==> src/rtl/clkseq_pkg.sv <==
package clkseq_pkg;

  typedef enum logic [1:0] {
    SEQ_IDLE,
    SEQ_SETUP,
    SEQ_SETTLE
  } seqState_t;

  // Strobes from control to datapath
  typedef struct packed {
    logic loadReq;     // capture request index
    logic clkRun;      // ungate selected clock
    logic clkStop;     // stop selected clock
    logic rstAssert;   // put selected peripheral in reset
    logic rstRelease;  // take selected peripheral out of reset
    logic loadSetup;   // load setup interval
    logic loadSettle;  // load settle interval
    logic countDown;   // decrement interval counter
    logic finish;      // operation complete
  } seqStb_t;

endpackage

==> src/rtl/clkseq_ctrl.sv <==
module clkseq_ctrl
  import clkseq_pkg::*;
(
  input  logic    clk,
  input  logic    rstN,
  input  logic    reqValid,
  input  logic    reqEnable,
  input  logic    curEnabled,
  input  logic    curHasReset,
  input  logic    cntZero,
  output logic    seqActive,
  output seqStb_t stb
);

  seqState_t state, stateNext;

  always_ff @(posedge clk or negedge rstN) begin
    if (!rstN) state <= SEQ_IDLE;
    else       state <= stateNext;
  end

  assign seqActive = (state != SEQ_IDLE);

  always_comb begin
    stb       = '0;
    stateNext = state;
    unique case (state)
      SEQ_IDLE: begin
        if (reqValid) begin
          stb.loadReq = 1'b1;
          if (!reqEnable) begin
            stb.clkStop = 1'b1;
            stb.finish  = 1'b1;
          end else if (curEnabled) begin
            stb.finish = 1'b1;
          end else if (!curHasReset) begin
            stb.clkRun = 1'b1;
            stb.finish = 1'b1;
          end else begin
            stb.rstAssert = 1'b1;
            stb.loadSetup = 1'b1;
            stateNext     = SEQ_SETUP;
          end
        end
      end
      SEQ_SETUP: begin
        if (cntZero) begin
          stb.clkRun     = 1'b1;
          stb.loadSettle = 1'b1;
          stateNext      = SEQ_SETTLE;
        end else begin
          stb.countDown = 1'b1;
        end
      end
      SEQ_SETTLE: begin
        if (cntZero) begin
          stb.rstRelease = 1'b1;
          stb.finish     = 1'b1;
          stateNext      = SEQ_IDLE;
        end else begin
          stb.countDown = 1'b1;
        end
      end
      default: stateNext = SEQ_IDLE;
    endcase
  end

endmodule

==> src/rtl/clkseq_dp.sv <==
module clkseq_dp
  import clkseq_pkg::*;
#(
  parameter int unsigned     NUM            = 8,
  parameter int unsigned     IDX_W          = 3,
  parameter int unsigned     CNT_W          = 8,
  parameter logic [NUM-1:0]  INVERT_MASK    = '0,
  parameter logic [NUM-1:0]  HAS_RESET_MASK = '1,
  parameter int unsigned     SETUP_CYC      = 4,
  parameter int unsigned     SETTLE_CYC     = 8
) (
  input  logic             clk,
  input  logic             rstN,
  input  seqStb_t          stb,
  input  logic             seqActive,
  input  logic [IDX_W-1:0] reqIndex,
  output logic             cntZero,
  output logic             curEnabled,
  output logic             curHasReset,
  output logic             done,
  output logic [NUM-1:0]   enabledVec,
  output logic [NUM-1:0]   clkBits,
  output logic [NUM-1:0]   rstBits,
  output logic [NUM-1:0]   clkSetStb,
  output logic [NUM-1:0]   clkClrStb,
  output logic [NUM-1:0]   rstSetStb,
  output logic [NUM-1:0]   rstClrStb
);

  logic [IDX_W-1:0] idxHeld;
  logic [IDX_W-1:0] curIdx;
  logic [NUM-1:0]   sel;
  logic [CNT_W-1:0] cnt;

  // During a sequence the captured index drives the selection
  assign curIdx = seqActive ? idxHeld : reqIndex;

  for (genvar i = 0; i < NUM; i++) begin : g_sel
    assign sel[i] = (curIdx == IDX_W'(i));
  end

  // Running value of a clock bit equals its inversion mask bit
  assign clkSetStb = sel & (({NUM{stb.clkRun}} & INVERT_MASK) |
                            ({NUM{stb.clkStop}} & ~INVERT_MASK));
  assign clkClrStb = sel & (({NUM{stb.clkRun}} & ~INVERT_MASK) |
                            ({NUM{stb.clkStop}} & INVERT_MASK));
  assign rstSetStb = sel & {NUM{stb.rstAssert}} & HAS_RESET_MASK;
  assign rstClrStb = sel & {NUM{stb.rstRelease}} & HAS_RESET_MASK;

  assign enabledVec  = ~(clkBits ^ INVERT_MASK) & ~(rstBits & HAS_RESET_MASK);
  assign curEnabled  = |(enabledVec & sel);
  assign curHasReset = |(HAS_RESET_MASK & sel);
  assign cntZero     = (cnt == '0);

  always_ff @(posedge clk or negedge rstN) begin
    if (!rstN) begin
      clkBits <= ~INVERT_MASK;
      rstBits <= HAS_RESET_MASK;
      idxHeld <= '0;
      cnt     <= '0;
      done    <= 1'b0;
    end else begin
      clkBits <= (clkBits | clkSetStb) & ~clkClrStb;
      rstBits <= (rstBits | rstSetStb) & ~rstClrStb;
      done    <= stb.finish;
      if (stb.loadReq) idxHeld <= reqIndex;
      if (stb.loadSetup)       cnt <= CNT_W'(SETUP_CYC - 1);
      else if (stb.loadSettle) cnt <= CNT_W'(SETTLE_CYC - 1);
      else if (stb.countDown)  cnt <= cnt - 1'b1;
    end
  end

endmodule

==> src/rtl/periph_enable_seq.sv <==
module periph_enable_seq
  import clkseq_pkg::*;
#(
  parameter int unsigned            NUM_PERIPH     = 8,
  parameter int unsigned            CLK_HZ         = 100_000_000,
  parameter int unsigned            SETUP_US       = 100,
  parameter int unsigned            SETTLE_US      = 10_000,
  parameter logic [NUM_PERIPH-1:0]  INVERT_MASK    = 8'b0000_0100,
  parameter logic [NUM_PERIPH-1:0]  HAS_RESET_MASK = 8'b0111_1111,
  localparam int unsigned           IDX_W          = (NUM_PERIPH > 1) ? $clog2(NUM_PERIPH) : 1
) (
  input  logic                  clk,
  input  logic                  rstN,
  input  logic                  reqValid,
  input  logic                  reqEnable,
  input  logic [IDX_W-1:0]      reqIndex,
  output logic                  busy,
  output logic                  done,
  output logic [NUM_PERIPH-1:0] enabledVec,
  output logic [NUM_PERIPH-1:0] clkBits,
  output logic [NUM_PERIPH-1:0] rstBits,
  output logic [NUM_PERIPH-1:0] clkSetStb,
  output logic [NUM_PERIPH-1:0] clkClrStb,
  output logic [NUM_PERIPH-1:0] rstSetStb,
  output logic [NUM_PERIPH-1:0] rstClrStb
);

  localparam longint unsigned SETUP_RAW  = (64'(CLK_HZ) * 64'(SETUP_US)) / 64'd1000000;
  localparam longint unsigned SETTLE_RAW = (64'(CLK_HZ) * 64'(SETTLE_US)) / 64'd1000000;
  localparam int unsigned SETUP_CYC  = (SETUP_RAW == 0) ? 1 : 32'(SETUP_RAW);
  localparam int unsigned SETTLE_CYC = (SETTLE_RAW == 0) ? 1 : 32'(SETTLE_RAW);
  localparam int unsigned MAX_CYC    = (SETUP_CYC > SETTLE_CYC) ? SETUP_CYC : SETTLE_CYC;
  localparam int unsigned CNT_W      = $clog2(MAX_CYC) + 1;

  seqStb_t stb;
  logic    seqActive, cntZero, curEnabled, curHasReset;

  clkseq_ctrl u_ctrl (
    .clk         (clk),
    .rstN        (rstN),
    .reqValid    (reqValid),
    .reqEnable   (reqEnable),
    .curEnabled  (curEnabled),
    .curHasReset (curHasReset),
    .cntZero     (cntZero),
    .seqActive   (seqActive),
    .stb         (stb)
  );

  clkseq_dp #(
    .NUM            (NUM_PERIPH),
    .IDX_W          (IDX_W),
    .CNT_W          (CNT_W),
    .INVERT_MASK    (INVERT_MASK),
    .HAS_RESET_MASK (HAS_RESET_MASK),
    .SETUP_CYC      (SETUP_CYC),
    .SETTLE_CYC     (SETTLE_CYC)
  ) u_dp (
    .clk         (clk),
    .rstN        (rstN),
    .stb         (stb),
    .seqActive   (seqActive),
    .reqIndex    (reqIndex),
    .cntZero     (cntZero),
    .curEnabled  (curEnabled),
    .curHasReset (curHasReset),
    .done        (done),
    .enabledVec  (enabledVec),
    .clkBits     (clkBits),
    .rstBits     (rstBits),
    .clkSetStb   (clkSetStb),
    .clkClrStb   (clkClrStb),
    .rstSetStb   (rstSetStb),
    .rstClrStb   (rstClrStb)
  );

  assign busy = seqActive;

endmodule

==> config.mk <==
export PLATFORM = sky130hd
export DESIGN_NAME = periph_enable_seq
export DESIGN_NICKNAME = d
export VERILOG_FILES = /design/src/rtl/clkseq_pkg.sv /design/src/rtl/clkseq_ctrl.sv /design/src/rtl/clkseq_dp.sv /design/src/rtl/periph_enable_seq.sv
export SDC_FILE = /design/constraint.sdc
export NUM_CORES = 1
export LEC_CHECK = 0
export ABC_AREA = 1
export BUFFER_PORTS_ARGS = -buffer_cell sky130_fd_sc_hd__buf_4
export CAP_MARGIN = 5
export CORE_ASPECT_RATIO = 1.25
export CORE_MARGIN = 2
export CORE_UTILIZATION = 47
export CTS_CLUSTER_SIZE = 12
export DETAILED_ROUTE_END_ITERATION = 16
export PLACE_DENSITY = 0.79
export REMOVE_ABC_BUFFERS = 1
export SKIP_LAST_GASP = 1
export SYNTH_ARGS = -nofsm -noshare
export SYNTH_HDL_FRONTEND = slang
export SYNTH_SLANG_ARGS = --single-unit
export TNS_END_PERCENT = 30
==> constraint.sdc <==
create_clock -name clk -period 4.52 [get_ports clk]
set_input_delay 1.356 -clock clk [delete_from_list [all_inputs] [get_ports clk]]
set_output_delay 1.356 -clock clk [all_outputs]
set_load 0.02 [all_outputs]
==> flow_summary_export.csv <==
group,metric,value,unit
synthesis,ys.flop_type,"dfrtp_1",
sta,maxSlewViolCount,0,
synthesis,yosysTopAreaCell,"dfrtp_1",
worst_hold_path,hold_path_depth,2,
sta,max_freq,0.2419,GHz
power_and_ir_drop,power_frac_comb,47.3,%
final_layout,fin_util,58.17,%
sta,setup_viol,0,
worst_setup_path,ff2ff_path_depth,15,
global_routing,busiest_layer,"met2",
worst_setup_path,cp.arrival,2.78,ns
clock_network,clk_pin_slew,0.07,ns
power_and_ir_drop,power_frac_seq,36.2,%
placement,post-dp-hpwl,5.189,mm
synthesis,yosys_warnings,0,
synthesis,syn_inst,396,
clock_network,cts_buffers,5,
global_routing,gr-usage-all-layers,21.90,%
synthesis,syn_area,2745,µm²
worst_hold_path,hold_class,"reg -> reg",
worst_setup_path,crit_path_end_kind,"output port",
clock_network,cts.sink_count,42,
power_and_ir_drop,ir_drop,343.0,µV
power_and_ir_drop,power_switching_share,43.95,%
routing,wl,6.642,mm
routing,drc,0,
routing,detail_route.first_pass.iterations,4,
clock_network,cts_setup_buffers,0,
outcome,status,"finished clean",
power_and_ir_drop,p_leak,1.859,nW
clock_network,cts_buffer_depth,2,
worst_setup_path,cp_max_fo,11,
placement,portBuffers,61,
synthesis,async_flop_share,100.0,%
synthesis,synth_common_cells,"86 x nor2_1, 85 x nand2_1, 56 x inv_1, 38 x nand3_1, 28 x dfrtp_1",
placement,place_worst_setup_slack,0.3978,ns
worst_setup_path,critPathKind,"in -> out",
global_routing,met1_usage,24.06,%
clock_network,holdBufCountCts,0,
synthesis,synthTopCellsByArea,"dfrtp_1 26%, dfstp_2 13%, nor2_1 12%, nand2_1 12%, inv_1 7.7%",
final_layout,fillCellCount,571,
clock_network,cts_resized,0,
floorplanning,die_area,6472,µm²
global_routing,grt_pass1_vias,2601,
final_layout,drive_above_1_share,24.35,%
synthesis,syn_avg_cell_area,6.932,µm²
sta,rsz0062_at_grt,"false",
global_routing,gr-usage-met3,3.269,%
global_routing,antenna_found_initial,0,
worst_setup_path,worstPathRequired,3.16,ns
floorplanning,core.rowCount,31,
floorplanning,initial_core_util,48.15,%
final_layout,layout.nets,470,
routing,final_antenna_net_count,0,
final_layout,syn_to_final_growth,20.83,%
sta,finalHoldViolations,0,
final_layout,multi_input_area,1376,µm²
routing,vias_per_cell,5.146,
worst_setup_path,start_kind,"primary input",
sta,fin_crit,4.134,ns
power_and_ir_drop,p_switching,0.6777,mW
floorplanning,die_w,72.36,µm
global_routing,grt_pass1_wl,11.14,mm
synthesis,synth_cell_types,28,
synthesis,ys_seq_area_share,38.92,%
sta,max_slew_margin,63.76,%
routing,wl_per_cell,12.63,µm
sta,fin_skew,0.01037,ns
synthesis,synth.most_common_cell,"nor2_1",
sta,period_share,91.45,%
final_layout,seq_area,1069,µm²
job,drv_cap,0,
synthesis,synth_top_area_share,25.52,%
clock_network,cts_tree,"done",
clock_network,clk_latency,0.30,ns
power_and_ir_drop,power_frac_clock,16.5,%
final_layout,antenna_cells,0,
placement,place.gp.congestion,0.9098,
floorplanning,ios,65,
global_routing,grt_start_max_net_pins,43,
clock_network,htreeDepth,2,
synthesis,synth_edf_count,0,
routing,drt_iter0_markers,145,
global_routing,overflow,0,
sta,tightestPinTransition,0.5436,ns
power_and_ir_drop,p_int,0.8641,mW
sta,post-route-worst-setup-slack,0.3864,ns
sta,setup-tns-final,0,ns
power_and_ir_drop,power_density,464.8,nW/µm²
clock_network,root_buffer,"clkbuf_8",
routing,vias,2707,
synthesis,synth-seq-cells,42,
floorplanning,die_h,89.45,µm
global_routing,grt_util_met2,41.62,%
floorplanning,core,5702,µm²
==> registers in the layout, indices dropped and copies added, names as in the netlist <==
name          flops
u_ctrl.state      2
u_dp.done         1
u_dp.cnt         21
u_dp.clkBits      8
u_dp.rstBits      7
u_dp.idxHeld      3
==> metal layers <==
| metal | vias up | wire length (µm) |
|---|---|---|
| met5 | - | 0 |
| met4 | 0 | 141 |
| met3 | 15 | 434 |
| met2 | 82 | 3553 |
| li1 | 1343 | - |
| met1 | 1267 | 2513 |
==> through the flow <==
step	power, mW	hold WS [ns]	instances	instance area (µm²)
global route	1.671	0.4988	526	3317
finish	1.542	0.4828	526	3317
detailed placement	1.298	0.4695	518	3226
global placement	1.277	0.4667	518	3226
CTS	1.556	0.4820	526	3317
floorplan	1.082	0.4675	390	2678
==> path summary, 6_finish.rpt <==
check / start / endpoint / slack (ns)
min in group asynchronous: rstN / u_dp.idxHeld[2] / 1.03
worst min-delay path: u_dp.rstBits[2] / u_dp.rstBits[2] / 0.48
worst max-delay path: reqIndex[1] / rstSetStb[4] / 0.39
worst max register to register: u_ctrl.state[1] / u_dp.cnt[18] / 1.90
worst min register to register: u_dp.rstBits[2] / u_dp.rstBits[2] / 0.48
max in group asynchronous: rstN / u_dp.rstBits[2] / 3.09
==> cell families after synthesis <==
kind of cell    synth area share, %
fa+ha+maj                     1.823
buf+inv                       11.21
mux                          0.4102
other cells                  0.1366
xor+xnor                      3.191
simple gates                  40.06
flops                         38.92
compound gates                4.239
==> critical path, stage by stage <==
cell	delay [ns]
buf_4	0.11
nand2_1	0.10
nand2_4	0.10
nand2_2	0.09
nor2_1	0.07
nand2_1	0.07
nand2_1	0.06
nor2_2	0.11
nand2_2	0.08
nor2_4	0.25
nand3_1	0.16
inv_1	0.09
buf_4	0.13
==> placed cells by master (no fill, tap or decap), drive strengths merged, types with 3 or more instances in the layout <==
cell	count
nor3	5
nand2	99
clkbuf	7
inv	61
xor2	8
ha	4
a21oi	13
dfstp	14
dfrtp	28
nand4	8
nand3	38
conb	3
buf	62
o21ai	7
nor2	94
==> power by group through the flow <==
| stage | clock network (mW) | registers, mW | logic (mW) |
|---|---|---|---|
| 4_1_cts | 0.262 | 0.559 | 0.735 |
| 5_1_grt | 0.276 | 0.573 | 0.821 |
| 3_3_place_gp | 0 | 0.562 | 0.716 |
| 6_report | 0.255 | 0.558 | 0.729 |
| 3_5_place_dp | 0 | 0.566 | 0.732 |
| 2_1_floorplan | 0 | 0.601 | 0.481 |
==> cell type report <==
cell class              instances  share of cell area [%]
clock buffers                   7                   2.603
clock inverters                 1                  0.1509
inverters                      62                   7.016
multi-input cells             286                   41.49
flip-flops and latches         42                   32.21
well taps                      66                   2.490
repair buffers                 62                   14.03
(Power assumes the default switching activity.)
